--- config.mk ---
export PLATFORM = sky130hd
export DESIGN_NAME = fir_sym_pipe
export DESIGN_NICKNAME = d
export VERILOG_FILES = /design/src/rtl/fir_pkg.sv /design/src/rtl/fir_tap_line.sv /design/src/rtl/fir_fold_stage.sv /design/src/rtl/fir_const_mul.sv /design/src/rtl/fir_sum_tree.sv /design/src/rtl/fir_sym_pipe.sv
export SDC_FILE = /design/constraint.sdc
export NUM_CORES = 1
export LEC_CHECK = 0
export ABC_AREA = 0
export ABC_CLOCK_PERIOD_IN_PS = 3700
export CORE_UTILIZATION = 31
export CTS_CLUSTER_DIAMETER = 40
export CTS_CLUSTER_SIZE = 8
export DETAILED_ROUTE_END_ITERATION = 12
export DONT_BUFFER_PORTS = 1
export PLACE_DENSITY_LB_ADDON = 0.05
export RECOVER_POWER = 25
export SLEW_MARGIN = 10
export SYNTH_ARGS = -nofsm -noshare
export SYNTH_HDL_FRONTEND = slang
export SYNTH_SLANG_ARGS = --single-unit
--- constraint.sdc ---
create_clock -name clk -period 3.7 [get_ports clk]
set_clock_uncertainty 0.1 [all_clocks]
set_input_delay 0.74 -clock clk [delete_from_list [all_inputs] [get_ports clk]]
set_output_delay 0.74 -clock clk [all_outputs]
set_load 0.01 [all_outputs]
--- src/rtl/fir_pkg.sv ---
package fir_pkg;

   typedef enum logic [1:0] {
      FOLD_NONE = 2'd0,
      FOLD_EVEN = 2'd1,
      FOLD_ODD  = 2'd2
   } fold_e;

   // number of constant multipliers after folding
   function automatic int prod_count(input int n, input fold_e f);
      case (f)
         FOLD_EVEN: return (n + 1) / 2;
         FOLD_ODD:  return n / 2;
         default:   return n;
      endcase
   endfunction

   // registered adder levels needed for m operands
   function automatic int tree_levels(input int m);
      return (m <= 1) ? 0 : $clog2(m);
   endfunction

endpackage

--- src/rtl/fir_tap_line.sv ---
module fir_tap_line #(
   parameter int DW    = 8,
   parameter int NTAPS = 7
) (
   input  logic                        clk,
   input  logic                        rst_n,
   input  logic                        ce,
   input  logic [DW-1:0]               x_in,
   output logic [NTAPS-1:0][DW-1:0]    taps
);

   for (genvar g = 0; g < NTAPS; g++) begin : g_tap
      if (g == 0) begin : g_head
         always_ff @(posedge clk or negedge rst_n) begin
            if (!rst_n)  taps[0] <= '0;
            else if (ce) taps[0] <= x_in;
         end
      end else begin : g_body
         always_ff @(posedge clk or negedge rst_n) begin
            if (!rst_n)  taps[g] <= '0;
            else if (ce) taps[g] <= taps[g-1];
         end
      end
   end

endmodule

--- src/rtl/fir_fold_stage.sv ---
module fir_fold_stage
   import fir_pkg::*;
#(
   parameter int    DW        = 8,
   parameter int    NTAPS     = 7,
   parameter int    M         = 4,
   parameter fold_e FOLD      = FOLD_EVEN,
   parameter bit    SIGNED_IN = 1'b1,
   localparam int   SW        = DW + 2
) (
   input  logic                        clk,
   input  logic                        rst_n,
   input  logic                        ce,
   input  logic [NTAPS-1:0][DW-1:0]    taps,
   output logic [M-1:0][SW-1:0]        pre
);

   localparam int HALF = NTAPS / 2;

   logic [M-1:0][SW-1:0] pre_d;

   function automatic logic [SW-1:0] widen(input logic [DW-1:0] raw);
      if (SIGNED_IN) return SW'($signed(raw));
      else           return SW'(raw);
   endfunction

   if (FOLD == FOLD_NONE) begin : g_plain
      for (genvar i = 0; i < M; i++) begin : g_lane
         assign pre_d[i] = widen(taps[i]);
      end
   end else begin : g_folded
      for (genvar i = 0; i < HALF; i++) begin : g_pair
         if (FOLD == FOLD_EVEN) begin : g_add
            assign pre_d[i] = widen(taps[i]) + widen(taps[NTAPS-1-i]);
         end else begin : g_sub
            assign pre_d[i] = widen(taps[i]) - widen(taps[NTAPS-1-i]);
         end
      end
      if (FOLD == FOLD_EVEN && (NTAPS % 2) == 1) begin : g_centre
         assign pre_d[M-1] = widen(taps[HALF]);
      end
   end

   always_ff @(posedge clk or negedge rst_n) begin
      if (!rst_n)  pre <= '0;
      else if (ce) pre <= pre_d;
   end

endmodule

--- src/rtl/fir_const_mul.sv ---
module fir_const_mul #(
   parameter int          SW   = 10,
   parameter int          CW   = 8,
   parameter int          OW   = 20,
   parameter logic [CW-1:0] COEF = '0
) (
   input  logic          clk,
   input  logic          rst_n,
   input  logic          ce,
   input  logic [SW-1:0] a,
   output logic [OW-1:0] p
);

   logic signed [OW-1:0] a_x;
   logic signed [OW-1:0] c_x;

   assign a_x = OW'($signed(a));
   assign c_x = OW'($signed(COEF));

   always_ff @(posedge clk or negedge rst_n) begin
      if (!rst_n)  p <= '0;
      else if (ce) p <= a_x * c_x;
   end

endmodule

--- src/rtl/fir_sum_tree.sv ---
module fir_sum_tree #(
   parameter int  W  = 20,
   parameter int  N  = 4,
   parameter int  LV = 2,
   localparam int P  = 1 << LV
) (
   input  logic                clk,
   input  logic                rst_n,
   input  logic                ce,
   input  logic [N-1:0][W-1:0] leaf_in,
   output logic [W-1:0]        total
);

   logic [P-1:0][W-1:0] leaves;

   for (genvar i = 0; i < P; i++) begin : g_leaf
      if (i < N) begin : g_used
         assign leaves[i] = leaf_in[i];
      end else begin : g_pad
         assign leaves[i] = '0;
      end
   end

   if (LV == 0) begin : g_flat
      assign total = leaves[0];
   end else begin : g_heap
      // node j sums children 2j and 2j+1; indices >= P are leaves
      logic [P-1:1][W-1:0]   node;
      logic [2*P-1:1][W-1:0] view;

      for (genvar j = 1; j < 2*P; j++) begin : g_view
         if (j < P) begin : g_int
            assign view[j] = node[j];
         end else begin : g_ext
            assign view[j] = leaves[j-P];
         end
      end

      always_ff @(posedge clk or negedge rst_n) begin
         if (!rst_n) begin
            node <= '0;
         end else if (ce) begin
            for (int j = 1; j < P; j++) node[j] <= view[2*j] + view[2*j+1];
         end
      end

      assign total = node[1];
   end

endmodule

--- src/rtl/fir_sym_pipe.sv ---
module fir_sym_pipe
   import fir_pkg::*;
#(
   parameter int    DW        = 8,
   parameter int    CW        = 8,
   parameter int    NTAPS     = 7,
   parameter fold_e FOLD      = FOLD_EVEN,
   parameter bit    SIGNED_IN = 1'b1,
   parameter int    OUT_W     = 20,
   parameter logic [NTAPS*CW-1:0] COEFS =
      {8'h03, 8'hF6, 8'h19, 8'h3C, 8'h19, 8'hF6, 8'h03}
) (
   input  logic                    clk,
   input  logic                    rst_n,
   input  logic                    ce,
   input  logic [DW-1:0]           x_in,
   output logic signed [OUT_W-1:0] y_out,
   output logic                    out_valid
);

   localparam int M      = prod_count(NTAPS, FOLD);
   localparam int LV     = tree_levels(M);
   localparam int SW     = DW + 2;
   localparam int FULL_W = SW + CW + LV;
   localparam int LAT    = 2 + LV;

   if (DW < 4 || DW > 24) begin : g_bad_dw
      $error("fir_sym_pipe: DW out of range 4..24");
   end
   if (CW < 4 || CW > 24) begin : g_bad_cw
      $error("fir_sym_pipe: CW out of range 4..24");
   end
   if (NTAPS < 4 || NTAPS > 100) begin : g_bad_taps
      $error("fir_sym_pipe: NTAPS out of range 4..100");
   end
   if (OUT_W < 1 || OUT_W > FULL_W) begin : g_bad_ow
      $error("fir_sym_pipe: OUT_W exceeds full precision");
   end

   logic [NTAPS-1:0][DW-1:0] taps;
   logic [M-1:0][SW-1:0]     folded;
   logic [M-1:0][FULL_W-1:0] prods;
   logic [FULL_W-1:0]        total;
   logic [LAT:0]             vld_q;

   fir_tap_line #(.DW(DW), .NTAPS(NTAPS)) u_line (
      .clk(clk), .rst_n(rst_n), .ce(ce), .x_in(x_in), .taps(taps)
   );

   fir_fold_stage #(
      .DW(DW), .NTAPS(NTAPS), .M(M), .FOLD(FOLD), .SIGNED_IN(SIGNED_IN)
   ) u_fold (
      .clk(clk), .rst_n(rst_n), .ce(ce), .taps(taps), .pre(folded)
   );

   for (genvar i = 0; i < M; i++) begin : g_mul
      fir_const_mul #(
         .SW(SW), .CW(CW), .OW(FULL_W), .COEF(COEFS[i*CW +: CW])
      ) u_mul (
         .clk(clk), .rst_n(rst_n), .ce(ce), .a(folded[i]), .p(prods[i])
      );
   end

   fir_sum_tree #(.W(FULL_W), .N(M), .LV(LV)) u_tree (
      .clk(clk), .rst_n(rst_n), .ce(ce), .leaf_in(prods), .total(total)
   );

   assign y_out = total[FULL_W-1 -: OUT_W];

   always_ff @(posedge clk or negedge rst_n) begin
      if (!rst_n)  vld_q <= '0;
      else if (ce) vld_q <= {vld_q[LAT-1:0], 1'b1};
   end

   assign out_valid = vld_q[LAT];

endmodule

After elaboration in Yosys (flattened, before gate mapping)
Cells that the tools add are included.
{"block": "op_classes", "addsub": 6, "n_mul": 4}
{"op": "adder 20 bit", "count": 3}
{"op": "adder 8 x 8 -> 9 bit", "count": 3}
{"op": "multiplier 9 x 6 -> 15 bit (second input constant)", "count": 1}
{"op": "multiplier 8 x 5 -> 13 bit (second input constant)", "count": 1}
{"op": "multiplier 9 x 4 -> 13 bit (second input constant)", "count": 1}
{"op": "multiplier 9 x 3 -> 12 bit (second input constant)", "count": 1}
{"block": "word_totals", "wordCells": 29, "input_bits": 11, "ff_bits": 233}

Logic depth before layout (Yosys ltp)
{"block": "depth", "depth_word": 1, "depth_mapped": 14, "ltp_nobuf": 14}

Hierarchy
From an unflattened synthesis, not the netlist that was laid out.
{"block": "unflattened", "hier_cells": 1477, "area_unflattened_um2": 15874.0}
{"module": "fir_sum_tree", "seq_area_each_um2": 1501.4, "instances": 1, "cells_per_inst": 535, "area_each_um2": 5066.1}
{"module": "fir_fold_stage", "seq_area_each_um2": 875.8, "instances": 1, "cells_per_inst": 226, "area_each_um2": 2354.8}
{"module": "fir_tap_line", "seq_area_each_um2": 1401.3, "instances": 1, "cells_per_inst": 118, "area_each_um2": 2243.4}
{"module": "fir_const_mul at g_mul[3].u_mul", "seq_area_each_um2": 375.4, "instances": 1, "cells_per_inst": 189, "area_each_um2": 1785.5}
{"module": "fir_const_mul at g_mul[1].u_mul", "seq_area_each_um2": 350.3, "instances": 1, "cells_per_inst": 164, "area_each_um2": 1667.8}
{"module": "fir_const_mul at g_mul[2].u_mul", "seq_area_each_um2": 400.4, "instances": 1, "cells_per_inst": 139, "area_each_um2": 1559.0}
{"module": "fir_const_mul at g_mul[0].u_mul", "seq_area_each_um2": 325.3, "instances": 1, "cells_per_inst": 96, "area_each_um2": 1021.0}
{"module": "fir_sym_pipe", "seq_area_each_um2": 125.1, "instances": 1, "cells_per_inst": 10, "area_each_um2": 176.4}

Worst setup path after synthesis
OpenSTA, ideal clock, no wires.
{"block": "synth_path", "kind": "reg2reg", "startpoint": "register u_fold.pre[33] (netlist name)", "endpoint": "register g_mul[3].u_mul.p[13]", "synth_period_minus_slack_ns": 3.365, "stages_incl_launch_ff": 13, "required_time_ns": 3.505, "path_slack_ns": 0.335, "t_arrival_ns": 3.170, "cell_sequence": "dfrtp_1 -> ha_1 -> fa_1 -> inv_1 -> fa_1 -> inv_1 -> ha_1 -> a21o_1 -> a21oi_1 -> o21ai_0 -> o31ai_1 -> a21oi_1 -> o31ai_1"}
{"block": "synth_between", "elab_chain_len": 1}
{"item": "from (decl)", "line": "fir_fold_stage.sv:15", "source": "output logic [M-1:0][SW-1:0] pre"}
{"item": "from (signal assigned)", "line": "fir_fold_stage.sv:46", "source": "else if (ce) pre <= pre_d;"}
{"item": "multiplier 8 x 5 -> 13 bit", "line": "fir_const_mul.sv:22", "source": "else if (ce) p <= a_x * c_x;"}
{"item": "to (signal assigned)", "line": "fir_const_mul.sv:22"}
{"item": "to (decl)", "line": "fir_const_mul.sv:11", "source": "output logic [OW-1:0] p"}
No other way between the ends.
A chain may end at the register's enable or synchronous reset.

Worst setup path after layout
Ends and elaborated chain as after synthesis.

==> flow_summary.json <==
{
  "synthCells": 1292,
  "synth_compound_area_frac": 0.149,
  "outcome": "finished, violations left",
  "ios": 32,
  "die-area_sq_um": 44200,
  "crit_type": "reg -> reg",
  "routedWlPerCell_um": 16.5,
  "postSynthAreaPerCell_sq_um": 10.4,
  "max_cap_viol_count": 0,
  "synthXorXnorAreaFrac": 0.0475,
  "ant_nets": 0,
  "violations": "hold timing",
  "fin_hold_ws_ns": -0.124,
  "rows": 75,
  "hold_violations": 200,
  "yosys_warnings": 0,
  "period_share": 0.946,
  "netlist_area_sq_um": 13400,
  "crit_chain": "buf_4, ha_1, fa_1, inv_1, fa_1, inv_1, ha_1, a21o_1, a21oi_2, o21ai_1, o31ai_1, a21oi_1, o31ai_1",
  "cts_max_path_buffers": 2,
  "most-common-layout-cells": "200 x dfrtp_1, 163 x ha_1, 111 x mux2_2",
  "antenna_cells": 0,
  "fin_tns_setup_ns": 0,
  "r2r_setup_slack_ns": 0.20,
  "worstPathMaxFanout": 6,
  "netlist-cell-type-count": 67,
  "max_freq_ghz": 0.286,
  "grt_pass1_vias": 8964,
  "crit_buf_inv": 3,
  "r2r_cells": 13,
  "crit_arrival_ns": 3.76,
  "cts.sinks": 200,
  "area_growth_pct": 7.95,
  "worstMarginPinSlew_ns": 0.574,
  "finalCriticalPeriod_ns": 3.50,
  "drt-pass1-iter-count": 4,
  "hold_path.class": "in -> async",
  "grt_pass1_wl_um": 50000,
  "crit_end": "g_mul[3].u_mul.p[13]$_DFFE_PN0P_",
  "vias_per_cell": 4.79,
  "grt.total_usage": 0.145,
  "start_util": 0.318,
  "wl_met1_um": 15800,
  "numCtsBuffers": 17,
  "clockRootBuffer": "clkbuf_16",
  "clk_pin_slew_ns": 0.07,
  "critical_path.startpoint": "u_fold.pre[33]$_DFFE_PN0P_",
  "antenna_found_initial": 0,
  "worst_r2r_endpoint": "g_mul[3].u_mul.p[13]$_DFFE_PN0P_",
  "setup_violations": 0,
  "cp-start-kind": "flip-flop",
  "vias": 8844,
  "hpwl_um": 22300,
  "nets": 1462,
  "drt_wl_total_um": 30500,
  "nFillCells": 4275,
  "clkLatencyLatePin_ns": 0.46,
  "fp.dieH_um": 210,
  "dp_slack_ns": 0.202,
  "synth_mux_area_frac": 0.101,
  "drcViolationCount": 0,
  "ys_seq_area_frac": 0.372,
  "path_depth": 13,
  "placement.io_buffers": 0,
  "ys_ff_latch": 200,
  "setup_slack_ns": 0.201,
  "wl_met2_um": 13700,
  "h-tree-depth": 4,
  "cts_tree": "done",
  "drtIter0Drc": 387,
  "highest_layer": "met4",
  "synth_fa_ha_area_frac": 0.196,
  "syn-num-nets": 1496,
  "end_kind": "flip-flop",
  "async_flop_share": 1.00,
  "cpMaxStageDelayCell": "fa_1",
  "synth_edf_count": 0,
  "grt_overflow_total": 0,
  "drive_above_1_share": 0.129,
  "grt_max_degree": 225,
  "path_delay_family": "adder cells",
  "rsz0062_at_grt": "false",
  "fp.coreArea_sq_um": 42300,
  "place_congestion": 0.770,
  "dieWidth_um": 210,
  "maxSlewViolCount": 0,
  "wl_met3_um": 559,
  "regToRegStartpoint": "u_fold.pre[33]$_DFFE_PN0P_",
  "synth_ff_type": "dfrtp_1",
  "synth_top_family_by_area": "adder cells",
  "slowest_delay_ns": 0.49,
  "final_common_cell": "dfrtp_1",
  "synth-simple-area-share": 0.0836,
  "slew_headroom": 0.617,
  "cp.required_ns": 3.96
}
synth_stat cells (30+ instances only):
cell type,count,area (sq um)
dfrtp_1,200,5000
ha_1,163,2040
mux2_2,111,1250
inv_1,101,379
nand2_1,73,274
nor2_1,73,274
o21ai_0,70,350
a21oi_1,63,315
xnor2_1,53,464
clkbuf_1,32,120
fa_1,30,601
metal layers:
layer | track usage | up-vias
li1 | - | 4505
met1 | 0.204 | 4258
met2 | 0.229 | 62
met3 | 0.0261 | 19
met4 | 0.0403 | 0
met5 | 0 | -
repair_timing:
| item | 4_1_cts | 5_1_grt |
|---|---|---|
| gates resized for setup | 0 | 3 |
| hold endpoints to repair | 200 | 200 |
| buffers inserted | 0 | 0 |
| setup endpoints to repair | 0 | 1 |
area by class of cell:
| cell class | count | area (sq um) | area share |
|---|---|---|---|
| well taps | 577 | 722 | 0.0497 |
| inverters | 102 | 383 | 0.0264 |
| clock inverters | 9 | 118 | 0.00810 |
| repair buffers | 5 | 50.0 | 0.00345 |
| multi-input cells | 932 | 7770 | 0.535 |
| clock buffers | 23 | 468 | 0.0322 |
| flip-flops and latches | 200 | 5000 | 0.345 |
worst min path at each step:
stage / startpoint / endpoint / slack, ns / cells past startpoint
floorplan: vld_q[0]$_DFFE_PN0P_ / vld_q[0]$_DFFE_PN0P_ / 0.33 / 1
global placement: vld_q[0]$_DFFE_PN0P_ / vld_q[0]$_DFFE_PN0P_ / 0.35 / 1
detailed placement: vld_q[0]$_DFFE_PN0P_ / vld_q[0]$_DFFE_PN0P_ / 0.34 / 1
CTS: rst_n / g_mul[1].u_mul.p[18]$_DFFE_PN0P_ / -0.14 / 0
global route: rst_n / g_mul[1].u_mul.p[18]$_DFFE_PN0P_ / -0.16 / 0
finish: rst_n / g_mul[1].u_mul.p[18]$_DFFE_PN0P_ / -0.12 / 0
through the flow:
step / area [sq um] / std cells / util
2_1_floorplan: 13400 / 1292 / -
3_3_place_gp: 13900 / 1816 / 0.329
3_5_place_dp: 13900 / 1816 / 0.329
4_1_cts: 14500 / 1848 / 0.343
5_1_grt: 14500 / 1848 / 0.343
6_report: 14500 / 1848 / 0.343
sequential cells by signal (all words and copies together) (netlist names):
signal	cells
g_mul.u_mul.p	52
u_fold.pre	35
u_tree.total	20
u_tree.g_heap.node	40
u_line.taps	48
vld_q	5
cell families (layout without fill, tap and decap cells):
kind of cell               after synthesis  in the layout
AOI/OAI and AO/OA                      303            303
xor gates and xnor gates                73             73
adders and majority gates              193            193
buffers and inverters                  160            139
DFF                                    200            200
muxes                                  121            121
and+or+nand+nor                        242            242
Power is left out: the tool's default activity adds up to more than one toggle a clock period on the data nets, which glitch-free logic cannot reach.
